[src/rtl/vsw_pkg.sv]
package vsw_pkg;

    typedef enum logic [2:0] {
        ST_IDLE,
        ST_CMD,
        ST_STOP,
        ST_V18,
        ST_ON
    } vsw_state_e;

    typedef struct packed {
        logic ok;
        logic retry;
        logic ioerr;
    } vsw_result_t;

    localparam int RESP_CCS_BIT  = 30;
    localparam int RESP_S18A_BIT = 24;

    function automatic logic resp_allows_switch(input logic [31:0] resp);
        return resp[RESP_CCS_BIT] & resp[RESP_S18A_BIT];
    endfunction

    function automatic int cycles_for(input int hz, input int per_second);
        return hz / per_second;
    endfunction

endpackage

[src/rtl/vsw_dat_sync.sv]
module vsw_dat_sync #(
    parameter int WIDTH  = 4,
    parameter int STAGES = 2
) (
    input  logic             clk,
    input  logic             rst,
    input  logic [WIDTH-1:0] d_i,
    output logic [WIDTH-1:0] q_o
);
    logic [WIDTH-1:0] stage_q [STAGES];

    for (genvar s = 0; s < STAGES; s++) begin : g_stage
        always_ff @(posedge clk) begin
            if (rst) begin
                stage_q[s] <= '0;
            end else if (s == 0) begin
                stage_q[s] <= d_i;
            end else begin
                stage_q[s] <= stage_q[(s == 0) ? 0 : s-1];
            end
        end
    end

    assign q_o = stage_q[STAGES-1];
endmodule

[src/rtl/vsw_wait_timer.sv]
module vsw_wait_timer #(
    parameter int CW = 8
) (
    input  logic          clk,
    input  logic          rst,
    input  logic          load_i,
    input  logic [CW-1:0] load_val_i,
    output logic          zero_o
);
    logic [CW-1:0] cnt_q;

    always_ff @(posedge clk) begin
        if (rst) begin
            cnt_q <= '0;
        end else if (load_i) begin
            cnt_q <= load_val_i;
        end else if (cnt_q != '0) begin
            cnt_q <= cnt_q - 1'b1;
        end
    end

    assign zero_o = (cnt_q == '0);


    no_underflow_chk: assert property (@(posedge clk) disable iff (rst)
        (zero_o && !load_i) |=> zero_o);
endmodule

[src/rtl/vsw_ctrl.sv]
module vsw_ctrl
    import vsw_pkg::*;
#(
    parameter int CW         = 8,
    parameter int SETTLE_CYC = 4,
    parameter int T5_CYC     = 100,
    parameter int T1_CYC     = 20
) (
    input  logic          clk,
    input  logic          rst,
    input  logic          start_i,
    input  logic [31:0]   resp_i,
    input  logic          cmd_done_i,
    input  logic          cmd_err_i,
    input  logic [3:0]    dat_s_i,
    input  logic          fault_i,
    input  logic          t_zero_i,
    output logic          t_load_o,
    output logic [CW-1:0] t_val_o,
    output logic          cmd_o,
    output logic          clk_en_o,
    output logic          sig18_o,
    output logic          pwr_o,
    output logic          done_o,
    output vsw_result_t   res_o
);
    vsw_state_e state_q;
    logic chk_stop, chk_v18, chk_on;
    logic pass_stop, pass_v18, pass_on;
    logic fail_now, cmd_ok;

    always_comb begin
        chk_stop  = (state_q == ST_STOP) && t_zero_i;
        chk_v18   = (state_q == ST_V18)  && t_zero_i;
        chk_on    = (state_q == ST_ON)   && t_zero_i;
        pass_stop = (dat_s_i == 4'b0000);
        pass_v18  = sig18_o && !fault_i;
        pass_on   = (dat_s_i == 4'b1111);
        fail_now  = (chk_stop && !pass_stop) || (chk_v18 && !pass_v18) ||
                    (chk_on && !pass_on);
        cmd_ok    = (state_q == ST_CMD) && cmd_done_i && !cmd_err_i;

        t_load_o = 1'b0;
        t_val_o  = '0;
        if (cmd_ok) begin
            t_load_o = 1'b1;
            t_val_o  = CW'(SETTLE_CYC - 1);
        end else if (chk_stop && pass_stop) begin
            t_load_o = 1'b1;
            t_val_o  = CW'(T5_CYC - 1);
        end else if (chk_v18 && pass_v18) begin
            t_load_o = 1'b1;
            t_val_o  = CW'(T1_CYC - 1);
        end
    end

    always_ff @(posedge clk) begin
        if (rst) begin
            state_q  <= ST_IDLE;
            cmd_o    <= 1'b0;
            clk_en_o <= 1'b1;
            sig18_o  <= 1'b0;
            pwr_o    <= 1'b1;
            done_o   <= 1'b0;
            res_o    <= '0;
        end else begin
            done_o <= 1'b0;
            res_o  <= '0;
            if (fail_now) begin
                state_q     <= ST_IDLE;
                pwr_o       <= 1'b0;
                clk_en_o    <= 1'b0;
                sig18_o     <= 1'b0;
                done_o      <= 1'b1;
                res_o.retry <= 1'b1;
            end else begin
                case (state_q)
                    ST_IDLE: begin
                        if (start_i && resp_allows_switch(resp_i)) begin
                            state_q  <= ST_CMD;
                            cmd_o    <= 1'b1;
                            pwr_o    <= 1'b1;
                            clk_en_o <= 1'b1;
                            sig18_o  <= 1'b0;
                        end
                    end
                    ST_CMD: begin
                        if (cmd_done_i) begin
                            cmd_o <= 1'b0;
                            if (cmd_err_i) begin
                                state_q     <= ST_IDLE;
                                done_o      <= 1'b1;
                                res_o.ioerr <= 1'b1;
                            end else begin
                                state_q  <= ST_STOP;
                                clk_en_o <= 1'b0;
                            end
                        end
                    end
                    ST_STOP: begin
                        if (chk_stop) begin
                            state_q <= ST_V18;
                            sig18_o <= 1'b1;
                        end
                    end
                    ST_V18: begin
                        if (fault_i) begin
                            sig18_o <= 1'b0;
                        end
                        if (chk_v18) begin
                            state_q  <= ST_ON;
                            clk_en_o <= 1'b1;
                        end
                    end
                    ST_ON: begin
                        if (chk_on) begin
                            state_q  <= ST_IDLE;
                            done_o   <= 1'b1;
                            res_o.ok <= 1'b1;
                        end
                    end
                    default: state_q <= ST_IDLE;
                endcase
            end
        end
    end


    one_result_chk: assert property (@(posedge clk) disable iff (rst)
        done_o |-> $onehot({res_o.ok, res_o.retry, res_o.ioerr}));

    result_needs_done_chk: assert property (@(posedge clk) disable iff (rst)
        (res_o != '0) |-> done_o);

    power_drop_chk: assert property (@(posedge clk) disable iff (rst)
        $fell(pwr_o) |-> res_o.retry);

    v18_clock_off_chk: assert property (@(posedge clk) disable iff (rst)
        $rose(sig18_o) |-> !clk_en_o);

    cmd_release_chk: assert property (@(posedge clk) disable iff (rst)
        $fell(cmd_o) |-> $past(cmd_done_i));

    fault_clear_chk: assert property (@(posedge clk) disable iff (rst)
        (fault_i && state_q == ST_V18) |=> !sig18_o);

    success_levels_chk: assert property (@(posedge clk) disable iff (rst)
        res_o.ok |-> (sig18_o && clk_en_o && pwr_o));
endmodule

[src/rtl/uv_volt_switch.sv]
module uv_volt_switch
    import vsw_pkg::*;
#(
    parameter int CLK_HZ      = 200_000_000,
    parameter int SYNC_STAGES = 2
) (
    input  logic        clk,
    input  logic        rst,
    input  logic        start_i,
    input  logic [31:0] acmd41_resp_i,
    output logic        cmd11_req_o,
    input  logic        cmd11_done_i,
    input  logic        cmd11_err_i,
    input  logic [3:0]  dat_lvl_i,
    input  logic        v18_fault_i,
    output logic        card_clk_en_o,
    output logic        sig18_en_o,
    output logic        card_pwr_en_o,
    output logic        done_o,
    output logic        success_o,
    output logic        retry_o,
    output logic        ioerr_o
);
    localparam int T5_CYC     = cycles_for(CLK_HZ, 200);
    localparam int T1_CYC     = cycles_for(CLK_HZ, 1000);
    localparam int SETTLE_CYC = SYNC_STAGES + 2;
    localparam int CW         = $clog2(T5_CYC + 1);

    logic [3:0]    dat_s;
    logic          t_load, t_zero;
    logic [CW-1:0] t_val;
    vsw_result_t   res;

    vsw_dat_sync #(.WIDTH(4), .STAGES(SYNC_STAGES)) u_sync (
        .clk (clk),
        .rst (rst),
        .d_i (dat_lvl_i),
        .q_o (dat_s)
    );

    vsw_wait_timer #(.CW(CW)) u_timer (
        .clk        (clk),
        .rst        (rst),
        .load_i     (t_load),
        .load_val_i (t_val),
        .zero_o     (t_zero)
    );

    vsw_ctrl #(
        .CW(CW), .SETTLE_CYC(SETTLE_CYC), .T5_CYC(T5_CYC), .T1_CYC(T1_CYC)
    ) u_ctrl (
        .clk        (clk),
        .rst        (rst),
        .start_i    (start_i),
        .resp_i     (acmd41_resp_i),
        .cmd_done_i (cmd11_done_i),
        .cmd_err_i  (cmd11_err_i),
        .dat_s_i    (dat_s),
        .fault_i    (v18_fault_i),
        .t_zero_i   (t_zero),
        .t_load_o   (t_load),
        .t_val_o    (t_val),
        .cmd_o      (cmd11_req_o),
        .clk_en_o   (card_clk_en_o),
        .sig18_o    (sig18_en_o),
        .pwr_o      (card_pwr_en_o),
        .done_o     (done_o),
        .res_o      (res)
    );

    assign success_o = res.ok;
    assign retry_o   = res.retry;
    assign ioerr_o   = res.ioerr;
endmodule

[config.mk]
export PLATFORM = sky130hd
export DESIGN_NAME = uv_volt_switch
export DESIGN_NICKNAME = d
export VERILOG_FILES = /design/src/rtl/vsw_pkg.sv /design/src/rtl/vsw_dat_sync.sv /design/src/rtl/vsw_wait_timer.sv /design/src/rtl/vsw_ctrl.sv /design/src/rtl/uv_volt_switch.sv
export SDC_FILE = /design/constraint.sdc
export NUM_CORES = 1
export LEC_CHECK = 0
export ABC_CLOCK_PERIOD_IN_PS = 5500
export BUFFER_PORTS_ARGS = -buffer_cell sky130_fd_sc_hd__buf_4
export CAP_MARGIN = 10
export CELL_PAD_IN_SITES_DETAIL_PLACEMENT = 1
export CELL_PAD_IN_SITES_GLOBAL_PLACEMENT = 2
export CORE_ASPECT_RATIO = 1.4
export CORE_UTILIZATION = 32
export CTS_CLUSTER_DIAMETER = 60
export DETAILED_ROUTE_END_ITERATION = 10
export PLACE_DENSITY_LB_ADDON = 0.1
export SKIP_LAST_GASP = 1
export SLEW_MARGIN = 10
export SYNTH_ARGS = -nofsm -noshare
export SYNTH_HDL_FRONTEND = slang
export SYNTH_SLANG_ARGS = --single-unit
[constraint.sdc]
create_clock -name clk -period 5.5 [get_ports clk]
set_input_delay 0.825 -clock clk [delete_from_list [all_inputs] [get_ports clk]]
set_output_delay 0.825 -clock clk [all_outputs]
set_load 0.01 [all_outputs]
==> results.json, run 1 <==
{
  "core-area_sq_mm": 0.005275,
  "grt_antenna_before_repair": 0,
  "postCtsResizedCells": 0,
  "r2r_end": "u_timer.cnt_q[15]$_SDFFE_PP0P_",
  "setup_total_negative_slack_ns": 0,
  "min_period_ns": 2.444,
  "synth_commonest_cells": "dfxtp_1, o21ai_0, nor2_1, nor3_1, nand2_1",
  "finish.instance_area_sq_mm": 0.002088,
  "post_cts_hold_buffer_count": 0,
  "cts_tree": "yes",
  "timing_hold_violations_final": 0,
  "run_status": "finished clean",
  "top_ff_cell_synth": "dfxtp_1",
  "transition_time_of_the_tightest_slew_check_pin_ns": 0.5704,
  "dr_iter_0_viols": 40,
  "endpoint": "u_timer.cnt_q[15]$_SDFFE_PP0P_",
  "synth_fp_nets": 242,
  "critPathMaxFanout": 15,
  "max_cap_viol_count": 0,
  "clk_latency_ns": 0.30,
  "wl_per_cell_um": 15.43,
  "setup_viol_count_final": 0,
  "route.detailed.drc": 0,
  "clock_skew_ns": 0.009038,
  "syn_area_sq_mm": 0.001789,
  "number_of_sinks_driven_by_the_clock_tree": 39,
  "final.fill_count": 650,
  "cts_inserted_buffers": 5,
  "vias": 1494,
  "clockBufferDepth": 2,
  "gp_routability_congestion": 0.7353,
  "place_ws_ns": 3.030,
  "synth.ff_latch_count": 39,
  "cts_root_buf": "clkbuf_8",
  "timing.rr.start": "u_timer.cnt_q[8]$_SDFFE_PP0P_",
  "die_area_sq_mm": 0.005899,
  "setup_slack_after_layout_ns": 3.056,
  "yosysUniqueCellTypes": 42,
  "dieWidth_um": 65.20,
  "placedInstanceArea_sq_mm": 0.001976,
  "vias_per_cell": 5.279,
  "edff_count_synth": 0,
  "peakVddDrop_mv": 0.1706,
  "global_route_total_overflow": 0,
  "timing.final.crit_share": 0.4444,
  "pwr_density_cell_mw_per_mm2": 519.0,
  "detailedRoute.firstPassIterationCount": 4,
  "grt_pass1_vias": 1603,
  "numPortBuffers": 19,
  "synth_to_layout_area_growth_pct": 16.71,
  "reg2reg_slack_ns": 3.06,
  "mapped_cells": 198,
  "worstPathArrival_ns": 2.61,
  "slew_headroom": 0.6183,
  "cts.clk_slew.worst_paths_ns": 0.09,
  "synthesis.area_per_instance_sq_um": 9.036,
  "die_h_um": 90.48,
  "gr_usage_total": 0.1620,
  "startpoint_type": "flip-flop",
  "holdWs_ns": 0.4436,
  "number_of_buffers_inserted_by_post_cts_setup_repair": 0,
  "synthMostInstantiatedCell": "dfxtp_1",
  "rr_worst_depth": 5,
  "grt_setup_unrepaired": "no",
  "yosys.area.top_type": "dfxtp_1",
  "synth-async-reset-ratio": 0,
  "drive_above_1_share": 0.1843,
  "achievable-frequency_ghz": 0.4091,
  "sequential_element_share_of_the_synthesized_area": 0.4364,
  "post-synth-top-area-fraction": 0.4364,
  "final_antenna_net_count": 0,
  "required_ns": 5.66,
  "ioPinCount": 50,
  "multi_input_area_sq_um": 947.2,
  "cell_row_count": 31,
  "num_antenna_cells": 0,
  "power_leakage_uw": 0.0007613,
  "detailedPlacementHpwl_um": 3177,
  "drv_slew": 0,
  "cp-end-kind": "flip-flop",
  "grt_start_max_net_pins": 23,
  "sequential_cell_area_sq_um": 780.7,
  "fin_nets": 260,
  "total_length_of_routed_wires_um": 4366,
  "initial_core_util": 0.3392,
  "ys_top_cells_by_area": "dfxtp_1, o21ai_0, xnor2_1",
  "critPathLaunch": "u_timer.cnt_q[8]$_SDFFE_PP0P_",
  "path_type_of_the_worst_min_delay_path": "flip-flop to flip-flop",
  "synth_warn": 0,
  "clock_tree.htree_level_count": 2,
  "global_route_wire_length_before_repair_um": 7417,
  "timing_worst_setup_path_type": "flip-flop to flip-flop"
}
-- power by group --
| part | internal, uW | total [uW] | switching [uW] |
|---|---|---|---|
| registers | 344 | 409 | 65.0 |
| clock network | 135 | 241 | 106 |
| logic | 184 | 434 | 250 |
-- cell type report --
cell class	instances	share of cell area
inverters	6	0.01078
well taps	66	0.03954
repair buffers	19	0.06830
clock inverters	3	0.02097
flip-flops and latches	39	0.3739
multi-input cells	145	0.4536
clock buffers	5	0.03295
-- worst max-delay path: stages, from the launching register on --
cell and delay [ns]:
dfxtp_1 0.36, nor4_1 0.44, nand2_1 0.45, or2_4 0.46, o21ai_0 0.49, nor2_1 0.10
-- cells in the final DEF, fill, tap and decap left out, types with 2 or more instances in the layout --
master and instances:
nand2b_1 3, or2_2 2, ha_1 2, nor4_1 4, or4_1 2, xnor2_1 10, nand4b_1 2, a211oi_1 5
dfxtp_1 39, o21ai_0 20, o211ai_1 4, nor3b_1 4, nor2b_1 10, xor2_1 5, nor2_1 14, clkbuf_8 5
nand2_1 11, or3_1 4, or3_4 2, nand4_1 2, nor4b_1 2, inv_1 6, nor3_1 13, a21oi_1 8
buf_4 19
-- metrics by stage --
stage	util	total power (uW)	cells
4_1_cts	0.3959	1096	283
3_3_place_gp	0.3745	831.0	275
3_5_place_dp	0.3745	851.5	275
5_1_grt	0.3959	1167	283
6_report	0.3959	1084	283
2_1_floorplan	-	751.3	198
-- how the worst min path moves through the flow --
stage / from / endpoint / slack (ns) / cells past startpoint
detailed placement: u_sync.stage_q[0][0]$_SDFF_PP0_ / u_sync.stage_q[1][0]$_SDFF_PP0_ / 0.43 / 1
CTS: u_sync.stage_q[0][0]$_SDFF_PP0_ / u_sync.stage_q[1][0]$_SDFF_PP0_ / 0.45 / 1
finish: u_sync.stage_q[0][0]$_SDFF_PP0_ / u_sync.stage_q[1][0]$_SDFF_PP0_ / 0.44 / 1
floorplan: u_sync.stage_q[0][0]$_SDFF_PP0_ / u_sync.stage_q[1][0]$_SDFF_PP0_ / 0.41 / 1
global route: u_sync.stage_q[0][0]$_SDFF_PP0_ / u_sync.stage_q[1][0]$_SDFF_PP0_ / 0.46 / 1
global placement: u_sync.stage_q[0][0]$_SDFF_PP0_ / u_sync.stage_q[1][0]$_SDFF_PP0_ / 0.42 / 1
-- logic make-up after synthesis --
| family | synth area share |
|---|---|
| buffers and inverters | 0.03426 |
| DFF | 0.4364 |
| muxes | 0.006293 |
| and+or+nand+nor | 0.2846 |
| xor gates and xnor gates | 0.07342 |
| adders and majority gates | 0.01398 |
| AOI/OAI and AO/OA | 0.1511 |
-- flip-flops by register name, indices dropped and copies added (netlist names) --
name / cells
u_timer.cnt_q: 20
u_sync.stage_q: 8
u_ctrl.res_o: 3
u_ctrl.state_q: 3
u_ctrl.clk_en_o: 1
u_ctrl.cmd_o: 1
u_ctrl.done_o: 1
u_ctrl.pwr_o: 1
u_ctrl.sig18_o: 1
-- routing by layer --
metal	GRT usage	up-vias	wire length [um]
li1	-	737	-
met1	0.1708	729	1773
met2	0.3015	23	2422
met3	0.03662	5	113
met4	0.05797	0	57
met5	0	-	0
No activity file was read; power rests on OpenSTA's default activity.
==> run 2, diff against run 1 <==
ABC_AREA = 1   (was default)
ABC_CLOCK_PERIOD_IN_PS = 2100   (was 5500)
CORE_UTILIZATION = 26   (was 32)
clock period = 2.1 ns   (was 5.5 ns; I/O delays follow)
==> results.json, run 2 <==
{
  "run_status": "finished clean",
  "numPortBuffers": 19,
  "clock_tree.htree_level_count": 2,
  "detailedRoute.firstPassIterationCount": 4,
  "number_of_sinks_driven_by_the_clock_tree": 39,
  "p_int_uw": 2211,
  "edff_count_synth": 0,
  "setup_viol_count_final": 0,
  "mostFrequentLayoutCells": "nand2_1, nor2_1, inv_1, dfxtp_1, buf_4",
  "synth_to_layout_area_growth_pct": 21.67,
  "startpoint_type": "flip-flop",
  "crit_path_cells": "inv_1, ha_1, nand2_1, nor2_1, inv_1, nor2_4, nand3_2, nand4_1, nand2_1, a21oi_1",
  "die_h_um": 110.1,
  "sequential_element_share_of_the_synthesized_area": 0.3597,
  "timing.rr.start": "u_timer.cnt_q[0]$_SDFFE_PP0P_",
  "grt_start_max_net_pins": 26,
  "grt_setup_unrepaired": "no",
  "detailedPlacementHpwl_um": 5153,
  "drive_above_1_share": 0.1818,
  "final_core_util": 0.3241,
  "setup_total_negative_slack_ns": 0,
  "synth_warn": 0,
  "synth-async-reset-ratio": 0,
  "num_antenna_cells": 0,
  "reg2reg_slack_ns": 0.19,
  "wl_per_cell_um": 14.68,
  "synthesis.area_per_instance_sq_um": 6.958,
  "clockBufferDepth": 2,
  "clk_latency_ns": 0.29,
  "synth_fp_nets": 356,
  "global_route_wire_length_before_repair_um": 10720,
  "synth.ff_latch_count": 39,
  "post_cts_hold_buffer_count": 0,
  "grt_pass1_vias": 2052,
  "layout.cells.most_common": "nand2_1",
  "gr_usage_total": 0.1685,
  "ioPinCount": 50,
  "largest_registers": "u_timer.cnt_q: 20 flops, u_sync.stage_q: 8 flops",
  "vias_per_cell": 4.512,
  "synthMostInstantiatedCell": "nand2_1",
  "top_ff_cell_synth": "dfxtp_1",
  "max_flop_register": "u_timer.cnt_q",
  "vias": 1999,
  "post-synth-top-area-fraction": 0.3597,
  "p_sw_uw": 1826,
  "clock_power_share": 0.219,
  "cts.clk_slew.worst_paths_ns": 0.06,
  "yosys.area.top_type": "dfxtp_1",
  "peakVddDrop_mv": 0.5487,
  "timing.final.crit_share": 0.9094,
  "drv_slew": 0,
  "cp-end-kind": "flip-flop",
  "swShare": 0.4523,
  "transition_time_of_the_tightest_slew_check_pin_ns": 0.4719,
  "route.detailed.drc": 0,
  "cell_row_count": 39,
  "ys_top_cells_by_area": "dfxtp_1, nand2_1, nor2_1",
  "sequentialPowerShare": 0.258,
  "hp-start": "dat_lvl_i[1]",
  "critical-path-slowest-cell": "dfxtp_1",
  "critPathMaxFanout": 4,
  "dr_iter_0_viols": 50,
  "gp_routability_congestion": 0.7914,
  "clock_skew_ns": 0.008968,
  "yosysUniqueCellTypes": 29,
  "syn_area_sq_mm": 0.002171,
  "number_of_flip_flops_under_the_largest_register_name": 20,
  "slew_headroom": 0.6843,
  "critical-path-max-stage-delay_ns": 0.29,
  "total_length_of_routed_wires_um": 6505,
  "fin_nets": 384,
  "worstPathArrival_ns": 2.12,
  "die_area_sq_mm": 0.008724,
  "final_antenna_net_count": 0,
  "path_type_of_the_worst_min_delay_path": "primary input to flip-flop",
  "rr_worst_depth": 10,
  "max_cap_viol_count": 0,
  "core-area_sq_mm": 0.008149,
  "report.power.total_uw": 4037,
  "initial_core_util": 0.2664,
  "critPathLaunch": "u_timer.cnt_q[0]$_SDFFE_PP0P_",
  "power_frac_comb": 0.523,
  "cts_tree": "yes",
  "hold-path-cell-count": 3,
  "power_leakage_uw": 0.001199,
  "synth_commonest_cells": "nand2_1, nor2_1, dfxtp_1, inv_1, nand3_1",
  "dieWidth_um": 79.23,
  "pwr_density_cell_mw_per_mm2": 1528,
  "mapped_cells": 312,
  "cts_root_buf": "clkbuf_16",
  "timing_worst_setup_path_type": "flip-flop to flip-flop",
  "grt_antenna_before_repair": 0,
  "min_period_ns": 1.910,
  "required_ns": 2.31,
  "achievable-frequency_ghz": 0.5237,
  "timing_hold_violations_final": 0,
  "global_route_total_overflow": 0,
  "cts_inserted_buffers": 5
}
==> run 2: cell families after synthesis <==
group / after synthesis / synth area share
buffers and inverters: 48 / 0.08300
AO/OA/AOI/OAI: 28 / 0.06628
AND/OR/NAND/NOR: 179 / 0.4150
XOR/XNOR: 16 / 0.06456
flip-flops: 39 / 0.3597
adder cells (fa/ha/maj): 2 / 0.01153
==> run 2: power groups by stage <==
| stage | Sequential (uW) | Clock, uW | Combinational (uW) |
|---|---|---|---|
| floorplan | 1030 | 0 | 1590 |
| global placement | 1060 | 0 | 2090 |
| detailed placement | 1060 | 0 | 2120 |
| CTS | 1050 | 914 | 2140 |
| global route | 1070 | 946 | 2400 |
| finish | 1040 | 884 | 2110 |
==> run 2: worst paths after layout <==
| kind | to |
|---|---|
| setup / recovery | u_timer.cnt_q[18]$_SDFFE_PP0P_ |
| hold / removal | u_sync.stage_q[0][1]$_SDFF_PP0_ |
| setup reg to reg | u_timer.cnt_q[18]$_SDFFE_PP0P_ |
| hold reg to reg | u_sync.stage_q[1][1]$_SDFF_PP0_ |
==> run 2: area by class of cell <==
cell class / instances / area [sq um]
Clock inverter: 3 / 43.79
Tap cell: 102 / 127.6
Clock buffer: 5 / 125.1
Sequential cell: 39 / 780.7
Timing Repair Buffer: 24 / 180.2
Fill cell: 1011 / 5508
Multi-Input combinational cell: 225 / 1215
Inverter: 45 / 168.9
==> run 2: through the flow <==
stage          setup slack (ns)  hold WS [ns]  cell area, sq um  std cells
5_1_grt                 0.04203        0.2447              2641        443
4_1_cts                  0.1771        0.2241              2636        443
3_5_place_dp             0.2194        0.3972              2467        435
2_1_floorplan            0.5460        0.3883              2171        312
3_3_place_gp             0.2413        0.3903              2467        435
6_report                 0.1903        0.2283              2641        443
==> run 2: worst max-delay path: cells and delay by family, from the launching register on <==
kind                     cells  cell delay [ns]
adder cells (fa/ha/maj)      1             0.19
flip-flops                   1             0.29
AO/OA/AOI/OAI                1             0.15
AND/OR/NAND/NOR              6             0.94
buffers and inverters        2             0.26
==> run 2: layer usage <==
layer | vias up | track usage | share of wire
met4 | 0 | 0.05844 | 0.015
met1 | 934 | 0.1797 | 0.41
li1 | 1041 | - | -
met3 | 7 | 0.02469 | 0.014
met5 | - | 0 | 0
met2 | 17 | 0.3313 | 0.56
==> run 2: timing repair <==
action / in CTS / in global routing
setup endpoints to repair: 0 / 2
buffers inserted: 0 / 0
gates resized for setup: 0 / 1
